`src/rtl/pkt_drive_ctrl.sv`:
```
module pkt_drive_ctrl #(
  parameter int BUF_BYTES  = 65536,
  parameter int RAW_BYTES  = 2352,
  parameter int USER_BYTES = 2048,
  parameter int USER_OFS   = 16,
  parameter int MEM_AW     = 32
) (
  input  logic              clk,
  input  logic              rst_n,
  input  logic              host_rd,
  input  logic              host_wr,
  input  logic [2:0]        host_addr,
  input  logic [15:0]       host_wdata,
  output logic [15:0]       host_rdata,
  output logic              intrq,
  input  logic              dma_mode,
  output logic              mem_rd,
  output logic [MEM_AW-1:0] mem_addr,
  input  logic [15:0]       mem_rdata,
  input  logic              dma_req,
  input  logic              dma_end,
  output logic              dma_valid,
  output logic [15:0]       dma_data
);
  localparam int RAW_WORDS  = RAW_BYTES / 2;
  localparam int USER_WORDS = USER_BYTES / 2;
  localparam int HDR_WORDS  = USER_OFS / 2;
  localparam int CHUNK_SECT = BUF_BYTES / RAW_BYTES;
  localparam int WIDX_W     = $clog2(USER_WORDS);
  localparam logic [2:0] A_DATA = 3'd0, A_STAT = 3'd1, A_ALT = 3'd2, A_RSN = 3'd3, A_BCNT = 3'd4;
  localparam logic [7:0] OP_READ = 8'h30;

  typedef enum logic [2:0] {S_IDLE, S_PKT, S_DEC, S_LOAD, S_FETCH, S_CAP, S_PIO, S_DMA} st_t;
  st_t st;

  logic bsy, drq, cod, io;
  logic [15:0] bcount, head, pio_word;
  logic [7:0] op, b1, b2, b3, b4, b8, b9, b10;
  logic [23:0] cur_fad, sect_left;
  logic [WIDX_W-1:0] widx;
  logic [33:0] dma_left;
  logic pio_cap_q, dma_q;

  wire wr_data = host_wr && host_addr == A_DATA;
  wire rd_data = host_rd && host_addr == A_DATA;
  wire wr_cmd  = host_wr && host_addr == A_STAT;
  wire stat_rd = host_rd && host_addr == A_STAT;

  wire last_word = ({1'b0, head} + 17'd2) == {1'b0, bcount};
  wire pio_fetch = st == S_PIO && rd_data && !last_word;
  wire dma_fetch = st == S_DMA && dma_req && dma_left != 34'd0;
  assign mem_rd = st == S_FETCH || pio_fetch || dma_fetch;

  wire [39:0] lin = 40'(cur_fad) * 40'(RAW_WORDS) + 40'(HDR_WORDS) + 40'(widx);
  assign mem_addr = lin[MEM_AW-1:0];

  wire        msf   = b1[0];
  wire [2:0]  fmt   = b1[3:1];
  wire [3:0]  mask  = b1[7:4];
  wire [23:0] count = {b8, b9, b10};
  wire [23:0] start_fad = msf ? 24'(24'(b2) * 24'd4500 + 24'(b3) * 24'd75 + 24'(b4)) : {b2, b3, b4};
  wire supported = op == OP_READ && fmt == 3'd2 && mask == 4'd2 && count != 24'd0;
  wire [23:0] chunk_n = (sect_left < 24'(CHUNK_SECT)) ? sect_left : 24'(CHUNK_SECT);

  wire done_ev = (st == S_DEC && !supported) ||
                 (st == S_PIO && rd_data && last_word && sect_left == 24'd0) ||
                 (st == S_DMA && dma_end);
  wire irq_set = done_ev || st == S_CAP;

  wire [15:0] status = {bsy, 3'b0, drq, 3'b0};

  always_comb begin
    case (host_addr)
      A_DATA:        host_rdata = (st == S_PIO) ? pio_word : 16'd0;
      A_STAT, A_ALT: host_rdata = status;
      A_RSN:         host_rdata = {14'd0, io, cod};
      A_BCNT:        host_rdata = bcount;
      default:       host_rdata = 16'd0;
    endcase
  end

  assign dma_valid = dma_q;
  assign dma_data  = mem_rdata;

  always_ff @(posedge clk) begin
    if (!rst_n) begin
      st <= S_IDLE;
      {bsy, drq, cod, io, intrq} <= '0;
      bcount <= '0; head <= '0; pio_word <= '0;
      {op, b1, b2, b3, b4, b8, b9, b10} <= '0;
      cur_fad <= '0; sect_left <= '0; widx <= '0; dma_left <= '0;
      pio_cap_q <= 1'b0; dma_q <= 1'b0;
    end else begin
      pio_cap_q <= st == S_FETCH || pio_fetch;
      dma_q     <= dma_fetch;
      if (pio_cap_q) pio_word <= mem_rdata;
      if (dma_fetch) dma_left <= dma_left - 34'd1;
      if (mem_rd) begin
        if (widx == WIDX_W'(USER_WORDS - 1)) begin
          widx <= '0;
          cur_fad <= cur_fad + 24'd1;
        end else widx <= widx + 1'b1;
      end

      if (irq_set) intrq <= 1'b1;
      else if (stat_rd) intrq <= 1'b0;

      case (st)
        S_IDLE: if (wr_cmd && host_wdata[7:0] == 8'hA0) begin
          st <= S_PKT; head <= '0;
          cod <= 1'b1; io <= 1'b0; drq <= 1'b1; bsy <= 1'b0;
        end
        S_PKT: if (wr_data) begin
          head <= head + 16'd2;
          case (head)
            16'd0:  {b1, op} <= host_wdata;
            16'd2:  {b3, b2} <= host_wdata;
            16'd4:  b4 <= host_wdata[7:0];
            16'd8:  {b9, b8} <= host_wdata;
            16'd10: b10 <= host_wdata[7:0];
            default: ;
          endcase
          if (head == 16'd10) begin
            bsy <= 1'b1; drq <= 1'b0; st <= S_DEC;
          end
        end
        S_DEC: begin
          if (!supported) st <= S_IDLE;
          else begin
            cur_fad <= start_fad; widx <= '0; sect_left <= count;
            if (dma_mode) begin
              dma_left <= 34'(count) * 34'(USER_WORDS);
              st <= S_DMA;
            end else st <= S_LOAD;
          end
        end
        S_LOAD: begin
          sect_left <= sect_left - chunk_n;
          bcount <= 16'(chunk_n * USER_BYTES);
          head <= '0;
          st <= S_FETCH;
        end
        S_FETCH: st <= S_CAP;
        S_CAP: begin
          io <= 1'b1; cod <= 1'b0; drq <= 1'b1; bsy <= 1'b0;
          st <= S_PIO;
        end
        S_PIO: if (rd_data) begin
          head <= head + 16'd2;
          if (last_word) begin
            drq <= 1'b0;
            if (sect_left != 24'd0) begin
              bsy <= 1'b1; st <= S_LOAD;
            end else st <= S_IDLE;
          end
        end
        S_DMA: if (dma_end) st <= S_IDLE;
        default: st <= S_IDLE;
      endcase

      if (done_ev) begin
        io <= 1'b1; cod <= 1'b1; drq <= 1'b0; bsy <= 1'b0;
      end
    end
  end


  drq_bsy_excl_chk: assert property (@(posedge clk) disable iff (!rst_n) !(drq && bsy));

  irq_clear_chk: assert property (@(posedge clk) disable iff (!rst_n) (stat_rd && !irq_set) |=> !intrq);

  no_idle_fetch_chk: assert property (@(posedge clk) disable iff (!rst_n) (st == S_IDLE || st == S_PKT) |-> !mem_rd);

  dma_valid_chk: assert property (@(posedge clk) disable iff (!rst_n) dma_valid |-> $past(dma_req));

  head_bound_chk: assert property (@(posedge clk) disable iff (!rst_n) (st == S_PIO) |-> head < bcount);

  status_phase_chk: assert property (@(posedge clk) disable iff (!rst_n) (io && cod) |-> (!drq && !bsy));
endmodule

```
`config.mk`:
```
export PLATFORM = sky130hd
export DESIGN_NAME = pkt_drive_ctrl
export DESIGN_NICKNAME = d
export VERILOG_FILES = /design/src/rtl/pkt_drive_ctrl.sv
export SDC_FILE = /design/constraint.sdc
export NUM_CORES = 1
export LEC_CHECK = 0
export ABC_AREA = 1
export BUFFER_PORTS_ARGS = -buffer_cell sky130_fd_sc_hd__buf_4
export CAP_MARGIN = 10
export CORE_MARGIN = 10
export CORE_UTILIZATION = 50
export CTS_CLUSTER_SIZE = 14
export DETAILED_ROUTE_END_ITERATION = 8
export PLACE_DENSITY = 0.77
export SYNTH_ARGS = -nofsm -noshare
export SYNTH_HDL_FRONTEND = slang
export SYNTH_SLANG_ARGS = --single-unit
```
`constraint.sdc`:
```
create_clock -name clk -period 6.35 [get_ports clk]
set_clock_uncertainty 0.2 [all_clocks]
set_input_delay 1.27 -clock clk [delete_from_list [all_inputs] [get_ports clk]]
set_output_delay 1.27 -clock clk [all_outputs]
set_load 0.05 [all_outputs]
```
# Yosys cells after proc, flatten, opt, wreduce, memory -nomap -nowiden
# Cells that the tools add are included.
# totals
register_bits	203
# classes
addsub	10
multipliers	3
order_cmp	1
eq_ne	30
mux	51
bitwise	1
n_reduce_logical	48
# ops
cell	n
$mux W24	7
$mux W34	4
$pmux W16 S4	2
$mux W16	4
$pmux W24 S2	1
$reduce_bool A24 Y1	2
$mux W10	4
$reduce_bool A34 Y1	1
$sub A34 B1 Y34 const B	1
$add A32 B10 Y32	1
$add A32 B4 Y32 const B	1
$eq A16 B4 Y1 const B	2
$mul A24 B8 Y29 const B	1
$add A24 B1 Y24 const B	1
$logic_not A24 Y1	1
$lt A24 B5 Y1 const B	1
$mux W3	8
$pmux W3 S8	1
$sub A24 B24 Y24	1
$add A22 B8 Y23	1
$add A21 B15 Y22	1
$mul A8 B11 Y19 const B	1
$add A16 B2 Y17 const B	1
$eq A17 B16 Y1	1
other kinds (34)	95

# Depth between registers and ports, before layout
# Gate-level depths: netlist of run 1.
# depth
word_depth	10
ltp_mapped	26

# Least setup slack after synthesis of run 1
# No wires, ideal clock.
# synth_path
path_kind	reg-to-output
startpoint	register cur_fad[5]
endpoint	output port mem_addr[20]
arrival_ns	4.547
required_ns	4.880
slack_ns	0.333
path_stages_with_launch	22
n_path_buf	0
path_cell_list	dfxtp_1 -> ha_1 -> ha_1 -> inv_1 -> fa_1 -> inv_1 -> ha_1 -> a21oi_1 -> nand2_1 -> xor2_1 -> ha_1 -> ha_1 -> nand2_1 -> o211ai_1 -> nand3_1 -> nand2_1 -> nand2_2 -> nor2_4 -> nand2_1 -> nor2_1 -> a21oi_1 -> nor2_1
# synth_between
elab_chain_cells	3
# synth_lines
item	line_no	source
start: declaration	39	logic [23:0] cur_fad, sect_left;
start signal: assignment	101	cur_fad <= cur_fad + 24'd1;
$mul A24 B8 Y29	54	wire [39:0] lin = 40'(cur_fad) * 40'(RAW_WORDS) + 40'(HDR_WORDS) + 40'(widx);
$add A32 B4 Y32	54	
$add A32 B10 Y32	54	
end: declaration	18	output logic [MEM_AW-1:0] mem_addr,
# Every way passes these cells.

# Final worst setup path of run 1
# layout_path
startpoint	register cur_fad[4]
endpoint	output port mem_addr[22]
# Same word-level chain as after synthesis.

==> summary.txt, run 1 <==
Status
  – Status: finished clean

Clock network
  – CTS Buffer Depth: 3
  – H-tree Lvls: 1
  – Clk slew on worst S/H paths: 0.06 ns
  – CTS tree: yes
  – Root buf cell: clkbuf_16
  – Num CTS Buffers: 23
  – Clock sink total: 202
  – Clk Latency, worst-skew pair: 0.54 ns

Logic synthesis
  – Synth Area per Inst: 6.74 µm²
  – Ys async rst share: 0%
  – Seq/Total Area, Yosys: 21.7%
  – Cell count after synthesis: 2,763
  – Synthesized cell area: 18,600 µm²
  – Seq cells post-synth: 202
  – Post-synth EDFFs: 0
  – Netlist cell types: 48
  – Synthesized net count: 3,064
  – Most used DFF post-synth: dfxtp_1
  – Yosys warning count: 0

Finish
  – Antenna diode count: 0
  – Number of fill cells: 3,426
  – Final nets: 3,141
  – Area Growth Syn to Fin: 12.8%
  – Commonest cells after routing, fill and taps aside: nand2_1 (511), inv_1 (480), nor2_1 (279)
  – Multi-input logic area: 12,600 µm²
  – FF/Latch Area: 4060 µm²
  – Post-route cell area: 21,000 µm²
  – Commonest non-fill, non-tap cell in the layout: nand2_1
  – Final Core Density: 57.2%
  – Fraction of layout cells with a size suffix above 1: 10.3%

Setup path
  – Crit path max fanout: 5
  – WP data required: 4.88 ns
  – Setup CP Type: reg -> out
  – Crit end category: output pin
  – Critical Path Max Stage Delay: 0.52 ns
  – Arr. time, crit path: 4.70 ns
  – Startpoint Class: flop
  – CP Cell Sequence: ha_4, ha_1, inv_1, fa_1, inv_1, ha_4, a21oi_2, nand2_1, xor2_1, ha_1, ha_4, nand2_1, o211ai_1, nand3_1, nand2_2, nand2_4, nor2_4, nand2_4, nor2_4, nand2_1, xor2_1, inv_1, buf_6
  – Crit-path slowest cell: fa_1
  – Top delay family on crit path: adder cells
  – CP bufs+invs: 4

STA
  – Final Cycle Share: 97.2%
  – Slew headroom: 28.8%
  – Endpoints failing setup: 0
  – Final worst setup slack: 0.181 ns
  – RSZ-0062 raised after global routing: true
  – Max-slew violation count: 0
  – Worst slew pin tran: 1.06 ns
  – Fmax: 0.162 GHz
  – Fin Hold WS: 0.255 ns
  – Tmin final: 6.17 ns
  – Count of final hold-check violations: 0

Power and ir drop
  – Pwr dens: 160 nW/µm²
  – Leakage: 10.6 nW
  – Net Sw Power: 1.04 mW
  – Comb power frac: 18.4%
  – Clock power share: 41.2%
  – VDD IR max: 209 µV
  – Register share of total power: 40.4%
  – Int Power: 2.32 mW
  – Switching share of total power: 30.9%
  – Total power: 3.36 mW

Floorplanning
  – I/O pin count: 109
  – Starting Density: 50.7%
  – Die area: 45,300 µm²
  – Core ar.: 36,700 µm²
  – Die height: 213 µm
  – Die width: 213 µm
  – Row count: 70

Routing
  – Vias: 18,363
  – Via density per instance: 5.52
  – Remaining antenna violation count: 0
  – Routed WL: 53.9 mm
  – Residual DRC: 0
  – DR WL/cell: 16.2 µm
  – Initial detailed-routing violation count: 1,517
  – Pre-antenna DRT Iters: 6

GRT
  – Largest net degree at the start of global routing: 69
  – First-pass GRT wire length: 87.4 mm
  – Vias in the first global route: 17,662
  – Total GRT Usage: 23.1%
  – Initial antenna violation count: 0
  – Total gr overflow: 0

Placement
  – IO Port Bufs: 108
  – Area after DPL: 19,700 µm²
  – Setup Slack @ Placement: 0.211 ns
  – Post-DP HPWL: 42.1 mm
  – Routability cong.: 0.934

Min path
  – Hold WC Path Type: reg -> reg

Flow run
  – Number of max-cap violations: 0
-- worst reg2reg max path: cells and delay by family, from the launching register on --
kind                     cells  cell delay [ns]
adder cells (fa/ha/maj)      9             3.61
AO/OA/AOI/OAI                7             1.20
flip-flops                   1             0.49
AND/OR/NAND/NOR              3             0.22
buffers and inverters        4             0.20
-- final timing paths --
path | from | to | slack, ns | cells after the start
max reg2reg | b2[4] | cur_fad[18] | 0.31 | 23
max | cur_fad[4] | mem_addr[22] | 0.18 | 23
min | bsy | bsy | 0.26 | 2
min reg2reg | bsy | bsy | 0.26 | 2
-- cell usage after synthesis (15+ instances only) --
master | count | area share (%)
nor3_1 | 38 | 1.0
a211oi_1 | 21 | 0.85
o21ai_0 | 206 | 5.5
dfxtp_1 | 202 | 22
fa_1 | 76 | 8.2
nand2_1 | 518 | 10
nand3_1 | 155 | 4.2
xor2_1 | 70 | 3.3
nor4_1 | 20 | 0.67
buf_4 | 21 | 0.85
inv_1 | 482 | 9.7
a21oi_1 | 173 | 4.7
a31oi_1 | 15 | 0.50
nor2_1 | 293 | 5.9
o211ai_1 | 27 | 1.1
clkbuf_1 | 55 | 1.1
nand4_1 | 73 | 2.5
ha_1 | 183 | 12
xnor2_1 | 24 | 1.1
-- metrics by stage --
stage,TNS (ns),std cells
6_report,0,3325
5_1_grt,-0.251,3325
4_1_cts,-0.0272,3310
3_5_place_dp,0,3265
3_3_place_gp,0,3265
2_1_floorplan,0,2763
-- what timing repair did --
action                                 CTS  global route
gates cloned                             0             0
gates resized for setup                  9            83
pin swaps                                3            18
setup endpoints to repair                9            20
hold buffers                             0             0
endpoints found under the hold margin    0             0
buffers inserted                         3            14
-- layer usage --
layer / GRT usage [%] / routed length [µm]
met5: 0 / 0
met4: 6.11 / 1300
met3: 3.17 / 3570
met2: 38.3 / 24800
met1: 30.8 / 24300
-- power groups by stage --
stage                     clock (mW)  combinational [mW]  sequential [mW]
final                           1.38               0.619             1.36
after global routing            1.44               0.691             1.36
after CTS                       1.39               0.611             1.36
after detailed placement           0               0.608             1.38
after global placement             0               0.595             1.38
after floorplan                    0               0.470             1.37
-- cell type report --
class | count | area share (%)
flip-flops and latches | 202 | 19.3
multi-input cells | 1981 | 60.2
clock inverters | 6 | 0.465
clock buffers | 36 | 3.26
inverters | 492 | 8.80
well taps | 468 | 2.79
repair buffers | 140 | 5.11
-- registers in the layout, summed over array words and instances, names as in the netlist, 3 cells and up --
name	flops
b4	8
b2	8
cur_fad	24
pio_word	16
op	8
widx	10
b9	8
bcount	5
b1	8
dma_left	34
b10	8
head	15
sect_left	24
st	3
b3	8
b8	8
-- logic make-up (layout without fill, tap and decap cells) --
family	Yosys count	in the layout	share of synthesized area [%]
muxes	4	4	0.242
buffers and inverters	580	674	12.4
DFF	202	202	21.7
and+or+nand+nor	1147	1147	26.8
xor gates and xnor gates	96	96	4.60
AOI/OAI and AO/OA	475	475	13.8
adders and majority gates	259	259	20.5
No activity file was read; power rests on OpenSTA's default activity.
==> run 2: changes to the inputs <==
--- a/config.mk
+++ b/config.mk
@@ -8,11 +8,13 @@
 export ABC_AREA = 1
 export BUFFER_PORTS_ARGS = -buffer_cell sky130_fd_sc_hd__buf_4
 export CAP_MARGIN = 10
+export CELL_PAD_IN_SITES_DETAIL_PLACEMENT = 1
+export CELL_PAD_IN_SITES_GLOBAL_PLACEMENT = 2
 export CORE_MARGIN = 10
-export CORE_UTILIZATION = 50
+export CORE_UTILIZATION = 36
 export CTS_CLUSTER_SIZE = 14
 export DETAILED_ROUTE_END_ITERATION = 8
-export PLACE_DENSITY = 0.77
+export PLACE_DENSITY = 0.92
 export SYNTH_ARGS = -nofsm -noshare
 export SYNTH_HDL_FRONTEND = slang
 export SYNTH_SLANG_ARGS = --single-unit
==> run 2 against run 1 <==
  * Utilization down 15 points
  * Die area up 35%
  * Total power up 0.11%
  * Clock-buffer cell count up 2
  * Sequential share of layout area down 0.40 points
  * Critical path depth down 7
  * Flip-flop and latch count unchanged
  * Setup slack worse by 0.022 ns
  * Cell count up 6.6%
  * Wire length up 16%
  * Register-to-register slack better by 0.14 ns
  * Largest power group unchanged
==> summary.txt, run 2 (synthesis results as in run 1) <==
Min path
  – Hold depth: 2 (unchanged)
  – Hold WC Path Type: reg -> reg

GRT
  – Total GRT Usage: 19.9% (-3.2 points)
  – Grt peak-use layer: met2
  – Largest net degree at the start of global routing: 61 (-12%)
  – Initial antenna violation count: 0 (unchanged)
  – Met1 Usage GRT: 26.5% (-4.3 points)
  – Vias in the first global route: 19,146 (+8.4%)
  – First-pass GRT wire length: 100 mm (+15%)
  – Total gr overflow: 0 (unchanged)
  – Grt met2 use: 34.0% (-4.3 points)
  – GR Layer Usage met3: 2.30% (-0.87 points)

Setup path
  – Startpoint Class: flop
  – Setup CP Type: reg -> out
  – R2R Setup Slk: 0.45 ns (+0.14 ns)
  – Arr. time, crit path: 4.72 ns (+0.02 ns)
  – FF-to-FF path depth: 22 (-4.3%)
  – WP data required: 4.88 ns (about the same)
  – Crit path max fanout: 6 (+1)
  – Crit end category: output pin

Finish
  – Fraction of layout cells with a size suffix above 1: 11.8% (+1.5 points)
  – Number of fill cells: 6,633 (+94%)
  – Max FFs per register: 34 (unchanged)
  – Area Growth Syn to Fin: 15.3%
  – Largest reg by FF count: dma_left
  – Commonest cells after routing, fill and taps aside: nand2_1 (502), inv_1 (477), nor2_1 (273)
  – Multi-input logic area: 12,800 µm² (+1.2%)
  – Layout Cells excl Fill: 3,546 (+6.6%)
  – Top Registers: dma_left: 34 flops, cur_fad: 24 flops, sect_left: 24 flops
  – Final Core Density: 41.8% (-15 points)
  – Final nets: 3,149 (+0.25%)
  – Antenna diode count: 0 (unchanged)
  – FF/Latch Area: 4070 µm² (about the same)
  – Commonest non-fill, non-tap cell in the layout: nand2_1

Power and ir drop
  – VDD IR max: 153 µV (-27%)
  – Total power: 3.36 mW (+0.11%)
  – Leakage: 10.6 nW (+0.20%)
  – Pwr dens: 157 nW/µm² (-2.0%)

Placement
  – Placed cell count: 3,482 (+6.6%)
  – Routability cong.: 0.856 (-8.3%)
  – Post-DP HPWL: 49.6 mm (+18%)
  – IO Port Bufs: 108 (unchanged)

Flow run
  – Number of max-cap violations: 0 (unchanged)

Routing
  – Initial detailed-routing violation count: 904 (-40%)
  – Vias: 18,362 (-0.0054%)
  – Routed WL: 62.6 mm (+16%)
  – Via density per instance: 5.18 (-6.2%)
  – DR WL/cell: 17.7 µm (+8.8%)
  – Residual DRC: 0 (unchanged)
  – Pre-antenna DRT Iters: 5 (-1)
  – Remaining antenna violation count: 0 (unchanged)

STA
  – Final Cycle Share: 97.5% (+0.35 points)
  – Count of final hold-check violations: 0 (unchanged)
  – RSZ-0062 raised after global routing: true
  – Endpoints failing setup: 0 (unchanged)
  – Tmin final: 6.19 ns (+0.0223 ns)
  – Fin Setup TNS: 0 ns (unchanged)
  – Fmax: 0.162 GHz (-0.36%)
  – Worst slew pin tran: 1.10 ns (+0.0376 ns)
  – Slew headroom: 26.3% (-2.5 points)
  – Max-slew violation count: 0 (unchanged)

Clock network
  – Root buf cell: clkbuf_16
  – CTS tree: yes
  – CTS Buffer Depth: 3 (unchanged)
  – H-tree Lvls: 1 (unchanged)
  – Clock sink total: 202 (unchanged)
  – Clk slew on worst S/H paths: 0.06 ns (about the same)
  – Num CTS Buffers: 25 (+8.7%)
  – Clk Latency, worst-skew pair: 0.56 ns (+0.02 ns)

Floorplanning
  – Core ar.: 51,300 µm² (+40%)
  – Die area: 61,200 µm² (+35%)
  – Row count: 83 (+19%)
  – I/O pin count: 109 (unchanged)
  – Die height: 247 µm (+16%)
  – Die width: 247 µm (+16%)
  – Starting Density: 36.3% (-14 points)

Status
  – Status: finished clean
[run 2: critical path: stages (launching register included)]
cell and delay (ns):
dfxtp_1 0.47, ha_1 0.31, fa_1 0.52, fa_1 0.56, ha_2 0.33, a21o_1 0.24
nor2_1 0.18, a21boi_1 0.24, nand3_2 0.16, xnor2_1 0.22, nor2_1 0.21, nand2_1 0.16
nor2_2 0.15, nand3_1 0.08, nand2_1 0.07, nand2_1 0.06, buf_4 0.19
[run 2: stage by stage]
step / hold WS (ns) / instance area, µm² / setup WS, ns
floorplan: 0.223 / 18600 / 0.333
detailed placement: 0.253 / 20000 / 0.0933
global placement: 0.249 / 20000 / 0.270
global route: 0.291 / 21500 / -0.0520
finish: 0.262 / 21500 / 0.158
CTS: 0.263 / 21000 / -0.00756
[run 2: layer usage]
layer	routed length, µm	share of wire (%)	vias up
met1	29700	47	8938
li1	-	-	9100
met5	0	0	-
met4	1260	2.0	0
met3	2010	3.2	70
met2	29600	47	254
[run 2: path summary, 6_finish.rpt]
check,from,to
setup / recovery,cur_fad[16],mem_addr[31]
hold / removal,pio_word[8],pio_word[8]
setup reg to reg,b2[2],cur_fad[16]
hold reg to reg,pio_word[8],pio_word[8]
[run 2: timing repair]
action	CTS	global route
endpoints found under the setup margin	16	18
gates cloned	0	0
buffers inserted	7	12
pin swaps	9	20
hold buffers	0	0
gates resized for setup	35	107
[run 2: where the power goes]
group / total (mW) / internal [mW] / switching [mW] / leakage, nW
combinational: 0.637 / 0.182 / 0.455 / 8.58
sequential: 1.36 / 1.32 / 0.0432 / 1.64
clock: 1.37 / 0.774 / 0.595 / 0.368
[run 2: layout make-up]
cell class,instances,share of cell area (%)
tap,680,3.97
inverter,492,8.61
clock inverter,7,0.222
sequential,202,19.0
clock buffer,38,3.33
timing repair buffer,146,5.25
multi-input combinational,1981,59.7
